===== config.mk =====
export PLATFORM = sky130hd
export DESIGN_NAME = pbre_survivor_mem
export DESIGN_NICKNAME = d
export VERILOG_FILES = /design/src/rtl/smu_pkg.sv /design/src/rtl/smu_min_tracker.sv /design/src/rtl/smu_shift_chain.sv /design/src/rtl/smu_out_buf.sv /design/src/rtl/pbre_survivor_mem.sv
export SDC_FILE = /design/constraint.sdc
export NUM_CORES = 1
export LEC_CHECK = 0
export ABC_AREA = 1
export CORE_ASPECT_RATIO = 1.25
export CORE_MARGIN = 1.5
export CORE_UTILIZATION = 42
export DETAILED_ROUTE_END_ITERATION = 8
export DONT_BUFFER_PORTS = 1
export GPL_ROUTABILITY_DRIVEN = 0
export SYNTH_ARGS = -nofsm -noshare
export SYNTH_HDL_FRONTEND = slang
export SYNTH_SLANG_ARGS = --single-unit

===== constraint.sdc =====
create_clock -name clk -period 7.6 [get_ports clk]
set_input_delay 0.76 -clock clk [delete_from_list [all_inputs] [get_ports clk]]
set_output_delay 0.76 -clock clk [all_outputs]
set_load 0.05 [all_outputs]

===== src/rtl/smu_pkg.sv =====
package smu_pkg;
  // Comparison used by the minimum search: a candidate replaces the running
  // best only when strictly smaller, so ties keep the lower state index.
  localparam int CMP_W = 16;

  function automatic logic beats(input logic [CMP_W-1:0] cand,
                                 input logic [CMP_W-1:0] best);
    return cand < best;
  endfunction
endpackage


===== src/rtl/smu_min_tracker.sv =====
module smu_min_tracker #(
  parameter int N_ST = 4,
  parameter int PM_W = 5,
  parameter int S_W  = 2
) (
  input  logic                 clk,
  input  logic                 rst,
  input  logic                 step_en,
  input  logic [N_ST*PM_W-1:0] pm_flat,
  input  logic [N_ST-1:0]      dec,
  output logic [S_W-1:0]       ptr_q,
  output logic                 sel_bit
);
  function automatic logic [PM_W-1:0] pm_of(input logic [N_ST*PM_W-1:0] v,
                                            input logic [S_W-1:0] idx);
    return v[idx*PM_W +: PM_W];
  endfunction

  logic [S_W-1:0]  run_idx [N_ST];
  logic [PM_W-1:0] run_val [N_ST];
  logic [S_W-1:0]  cand_idx;

  assign run_idx[0] = '0;
  assign run_val[0] = pm_flat[PM_W-1:0];

  for (genvar i = 1; i < N_ST; i++) begin : g_scan
    logic take;
    assign take = smu_pkg::beats(smu_pkg::CMP_W'(pm_flat[i*PM_W +: PM_W]),
                                 smu_pkg::CMP_W'(run_val[i-1]));
    assign run_idx[i] = take ? S_W'(i) : run_idx[i-1];
    assign run_val[i] = take ? pm_flat[i*PM_W +: PM_W] : run_val[i-1];
  end

  assign cand_idx = run_idx[N_ST-1];
  assign sel_bit  = dec[cand_idx];

  always_ff @(posedge clk) begin
    if (rst)          ptr_q <= '0;
    else if (step_en) ptr_q <= cand_idx;
  end

  AST_PTR_HOLD: assert property (@(posedge clk) disable iff (rst)
    !step_en |=> $stable(ptr_q));

  for (genvar j = 0; j < N_ST; j++) begin : g_chk
    AST_PTR_IS_MIN: assert property (@(posedge clk) disable iff (rst)
      step_en |=> ((S_W'(j) < ptr_q)
        ? (pm_of($past(pm_flat), S_W'(j)) >  pm_of($past(pm_flat), ptr_q))
        : (pm_of($past(pm_flat), S_W'(j)) >= pm_of($past(pm_flat), ptr_q))));
  end
endmodule


===== src/rtl/smu_shift_chain.sv =====
module smu_shift_chain #(
  parameter int DEPTH = 4
) (
  input  logic clk,
  input  logic rst,
  input  logic shift_en,
  input  logic din,
  output logic shift_out,
  output logic full
);
  localparam int CNT_W = $clog2(DEPTH + 1);

  logic [DEPTH-1:0] chain_q;
  logic [CNT_W-1:0] fill_q;

  assign full      = (fill_q == CNT_W'(DEPTH));
  assign shift_out = chain_q[DEPTH-1];

  always_ff @(posedge clk) begin
    if (rst) begin
      chain_q <= '0;
      fill_q  <= '0;
    end else if (shift_en) begin
      chain_q <= {chain_q[DEPTH-2:0], din};
      if (!full) fill_q <= fill_q + 1'b1;
    end
  end

  AST_CHAIN_HOLD: assert property (@(posedge clk) disable iff (rst)
    !shift_en |=> $stable(chain_q));

  AST_FILL_BOUND: assert property (@(posedge clk) disable iff (rst)
    fill_q <= CNT_W'(DEPTH));
endmodule


===== src/rtl/smu_out_buf.sv =====
module smu_out_buf (
  input  logic clk,
  input  logic rst,
  input  logic step_en,
  input  logic chain_full,
  input  logic shift_out,
  input  logic out_ready,
  output logic out_valid,
  output logic out_bit
);
  always_ff @(posedge clk) begin
    if (rst) begin
      out_valid <= 1'b0;
      out_bit   <= 1'b0;
    end else if (step_en && chain_full) begin
      out_valid <= 1'b1;
      out_bit   <= shift_out;
    end else if (out_ready) begin
      out_valid <= 1'b0;
    end
  end

  AST_OUT_HOLD: assert property (@(posedge clk) disable iff (rst)
    (out_valid && !out_ready) |=> (out_valid && $stable(out_bit)));

  AST_OUT_DRAIN: assert property (@(posedge clk) disable iff (rst)
    (out_valid && out_ready && !step_en) |=> !out_valid);
endmodule


===== src/rtl/pbre_survivor_mem.sv =====
module pbre_survivor_mem #(
  parameter int CONSTR_LEN = 3,
  parameter int PM_W       = 5,
  parameter int N_ST       = 1 << (CONSTR_LEN - 1),
  parameter int S_W        = $clog2(N_ST),
  parameter int DEPTH      = 2 * (CONSTR_LEN - 1)
) (
  input  logic                 clk,
  input  logic                 rst,
  input  logic                 in_valid,
  output logic                 in_ready,
  input  logic [N_ST-1:0]      in_dec,
  input  logic [N_ST*PM_W-1:0] in_pm,
  output logic                 out_valid,
  input  logic                 out_ready,
  output logic                 out_bit,
  output logic [S_W-1:0]       min_state
);
  logic accept;
  logic sel_bit;
  logic shift_out;
  logic chain_full;

  assign in_ready = !out_valid || out_ready;
  assign accept   = in_valid && in_ready;

  smu_min_tracker #(.N_ST(N_ST), .PM_W(PM_W), .S_W(S_W)) u_track (
    .clk(clk), .rst(rst), .step_en(accept), .pm_flat(in_pm),
    .dec(in_dec), .ptr_q(min_state), .sel_bit(sel_bit)
  );

  smu_shift_chain #(.DEPTH(DEPTH)) u_chain (
    .clk(clk), .rst(rst), .shift_en(accept), .din(sel_bit),
    .shift_out(shift_out), .full(chain_full)
  );

  smu_out_buf u_out (
    .clk(clk), .rst(rst), .step_en(accept), .chain_full(chain_full),
    .shift_out(shift_out), .out_ready(out_ready),
    .out_valid(out_valid), .out_bit(out_bit)
  );

  AST_NO_EARLY_VALID: assert property (@(posedge clk) disable iff (rst)
    out_valid |-> chain_full);

  AST_RESET_CLEAR: assert property (@(posedge clk)
    rst |=> (!out_valid && min_state == '0));
endmodule


==> flow_summary.toml <==
[power]
worst_ir_drop_vdd_v = 0.0000702
leak_pwr_nw = 0.545
power-per-cell-area_nw_per_um2 = 174

[sta]
setup_repair_after_global_routing_missed_its_margin = "false"
setup_total_negative_slack_ns = 0
number_of_pins_exceeding_their_max_slew_limit_in_the_final_report = 0
tightestPinTransition_ns = 0.514
final_count_of_negative_setup_slack_endpoints = 0
final.period_utilization_pct = 52.1
worst_clock_skew_ns = 0.00556
post-route-min-period_ns = 3.96
fmaxAchievable_ghz = 0.253
slew_headroom_pct = 65.7
hold_viol = 0
hold-worst-slack_ns = 0.455

[route]
avgRoutedWirePerCell_um = 10.2
drt_pass1_iterations = 4
postRouteWirelength_mm = 1.82
routed_via_density = 4.89
initialDrtViolationCount = 9
final_antenna_net_count = 0
drc = 0
dr_total_vias = 871

[logic_synthesis]
synth_fp_nets = 186
synthCells = 144
syn_area_sq_um = 976
dominant_register_cell_in_the_synthesized_netlist = "sky130_fd_sc_hd__dfxtp_1"
yosys.area.top_type = "sky130_fd_sc_hd__dfxtp_1"
seq_area_frac_synth_pct = 22.6
yosys_warnings = 0
synthTopCellsByArea = "sky130_fd_sc_hd__dfxtp_1 23%, sky130_fd_sc_hd__ha_1 18%, sky130_fd_sc_hd__nand2_1 11%, sky130_fd_sc_hd__inv_1 8.1%, sky130_fd_sc_hd__nor2_1 6.2%"
number_of_flops_mapped_to_enable_cells_by_yosys = 0
postSynthRegisterBits = 11
ys_async_sr_fraction_pct = 0
post_synth.cell_area_avg_sq_um = 6.78
ys_types = 23
synth_largest_type_area_fraction_pct = 22.6
synth.most_common_cell = "sky130_fd_sc_hd__nand2_1"
synth_common_cells = "29 x sky130_fd_sc_hd__nand2_1, 21 x sky130_fd_sc_hd__inv_1, 16 x sky130_fd_sc_hd__nor2_1"

[finish]
fillers = 244
syn2layout_area_growth_pct = 5.90
regArea_sq_um = 220
antenna_cells = 0
multi_input_logic_area_sq_um = 658
finish.net_count = 190
final_layout_size_suffix_gt1_share_pct = 15.0

[worst_hold_path]
type_of_the_worst_min_delay_path = "reg2reg"
hold-path-cell-count = 2

[clock_tree]
cts-resized-gates = 0
tritoncts_clock_tree = "yes"
cts.path.max_buffers = 2
clk_pin_slew_ns = 0.07
cts_hold_repair_buffers = 0
cts.repair_timing.setup_buffer_count = 0
htreeDepth = 1
insertion_delay_ns = 0.26
clockRootBuffer = "sky130_fd_sc_hd__clkbuf_4"
cts.sink_count = 11
total_clock_buffers_created_by_cts = 3

[global_routing]
antenna_found_initial = 0
first_global_vias = 787
pin_count_of_the_biggest_net_entering_global_routing = 12
grt_util_all_layers_pct = 15.3
first_pass_grt_wire_length_mm = 3.00
global_route.overflow_total = 0

[die]
initial_utilization_pct = 44.6
core_sq_um = 2190
die-width_um = 46.1
die_y_um = 56.9
placementRows = 19
floorplan.die_area_sq_um = 2620
top_level_ports = 33

[worst_setup_path]
r2r.worst_path.cells = 6
rrSetupSlack_ns = 5.59
maximum_fanout_along_the_worst_path = 11
path_common_cell = "sky130_fd_sc_hd__nand2_1"
crit_chain = "inv_1 > ha_1 > a21oi_2 > nand3_4 > o21ai_0 > ha_1 > a21oi_1 > nor2_1 > a211oi_1 > nand2_2 > nand2_1 > o21ai_1 > ha_1 > a21oi_1 > nor2_1 > a211oi_2 > nand2_4 > nand2_1 > nand2_1 > nand2_1 > nand3_1 > nand2_1 > inv_1"
critPathKind = "in2reg"
cp_num_buf_inv = 2
cp-start-kind = "input port"
critical_path.top_delay_family = "compound AO/OA/AOI/OAI gates"
worstSetupStartpoint = "in_pm[4]"
timing.critical_path.arrival_ns = 4.12
crit-reg2reg-capture = "u_chain.fill_q[0]"
crit_path_max_incr_delay_ns = 0.32
r2r_start = "u_out.out_valid"
endpoint = "u_chain.chain_q[0]"
worst_path_max_delay_cell = "sky130_fd_sc_hd__ha_1"
critical_path_required_ns = 7.76
crit_end_element = "flop"
cp_num_cells = 23

[place]
io_buffer_count = 0
hpwlAfterDp_mm = 1.61

[status]
run_status = "completed"

[run]
max_cap_viol_count = 0
-- how the worst min path moves through the flow --
stage / startpoint / endpoint / slack (ns)
6_report: u_chain.chain_q[0] / u_chain.chain_q[1] / 0.45
3_3_place_gp: u_chain.chain_q[0] / u_chain.chain_q[1] / 0.44
2_1_floorplan: u_chain.chain_q[0] / u_chain.chain_q[1] / 0.43
4_1_cts: u_chain.chain_q[0] / u_chain.chain_q[1] / 0.46
3_5_place_dp: u_chain.chain_q[0] / u_chain.chain_q[1] / 0.44
5_1_grt: u_chain.chain_q[0] / u_chain.chain_q[1] / 0.50
-- cell usage in the layout (no fill, tap or decap), drive strengths merged, types with 2 or more instances in the layout --
master  netlist  layout
a211oi        2       2
a21oi         8       8
clkbuf        0       4
dfxtp        11      11
ha           14      14
inv          23      23
nand2        39      39
nand3         8       8
nor2         18      18
o21ai        16      16
-- stage by stage --
stage / power, W / util, % / instances / setup slack, ns / area (sq um)
after detailed placement: 0.000144 / 46.1 / 174 / 3.35 / 1010
after global placement: 0.000140 / 46.1 / 174 / 3.51 / 1010
after CTS: 0.000182 / 47.3 / 178 / 3.63 / 1030
after global routing: 0.000197 / 47.3 / 178 / 3.14 / 1030
after floorplan: 0.000134 / - / 144 / 3.69 / 976
final: 0.000180 / 47.3 / 178 / 3.64 / 1030
-- flip-flops by register name (all words and copies together) (netlist names) --
register / cells
u_chain.chain_q: 4
u_chain.fill_q: 3
u_track.ptr_q: 2
u_out.out_bit: 1
u_out.out_valid: 1
-- metal layers --
| metal | wire length, um | vias up | GRT usage, % | share of wire, % |
|---|---|---|---|---|
| li1 | - | 474 | - | - |
| met1 | 779 | 371 | 15.9 | 43 |
| met2 | 934 | 24 | 28.0 | 51 |
| met3 | 83 | 2 | 3.86 | 4.6 |
| met4 | 17 | 0 | 4.90 | 0.94 |
| met5 | 0 | - | 0 | 0 |
-- kinds of logic after synthesis --
logic type      after synthesis  synth area share (%)
fa+ha+maj                    14                  17.9
buf+inv                      25                  10.0
xor+xnor                      1                 0.898
flops                        11                  22.6
simple gates                 67                  33.8
compound gates               26                  14.7
-- report_power, final --
part           switching, W   total, W  leakage (nW)  internal, W
sequential       0.00000756  0.0000699        0.0907    0.0000623
clock             0.0000173  0.0000376        0.0150    0.0000202
combinational     0.0000446  0.0000724         0.439    0.0000278
total             0.0000695   0.000180         0.545     0.000110
-- layout make-up --
| class | instances | share of cell area (%) |
|---|---|---|
| Multi-Input combinational cell | 108 | 63.7 |
| Clock buffer | 4 | 2.54 |
| Tap cell | 31 | 3.75 |
| Sequential cell | 11 | 21.3 |
| Inverter | 24 | 8.72 |
-- tightest hold or removal path: cells and delay by family, from the launching register on --
family                 cells  cell delay (ns)
flip-flops                 1             0.30
buffers and inverters      1             0.06
AO/OA/AOI/OAI              1             0.05
Power figures use the tool's default switching activity.
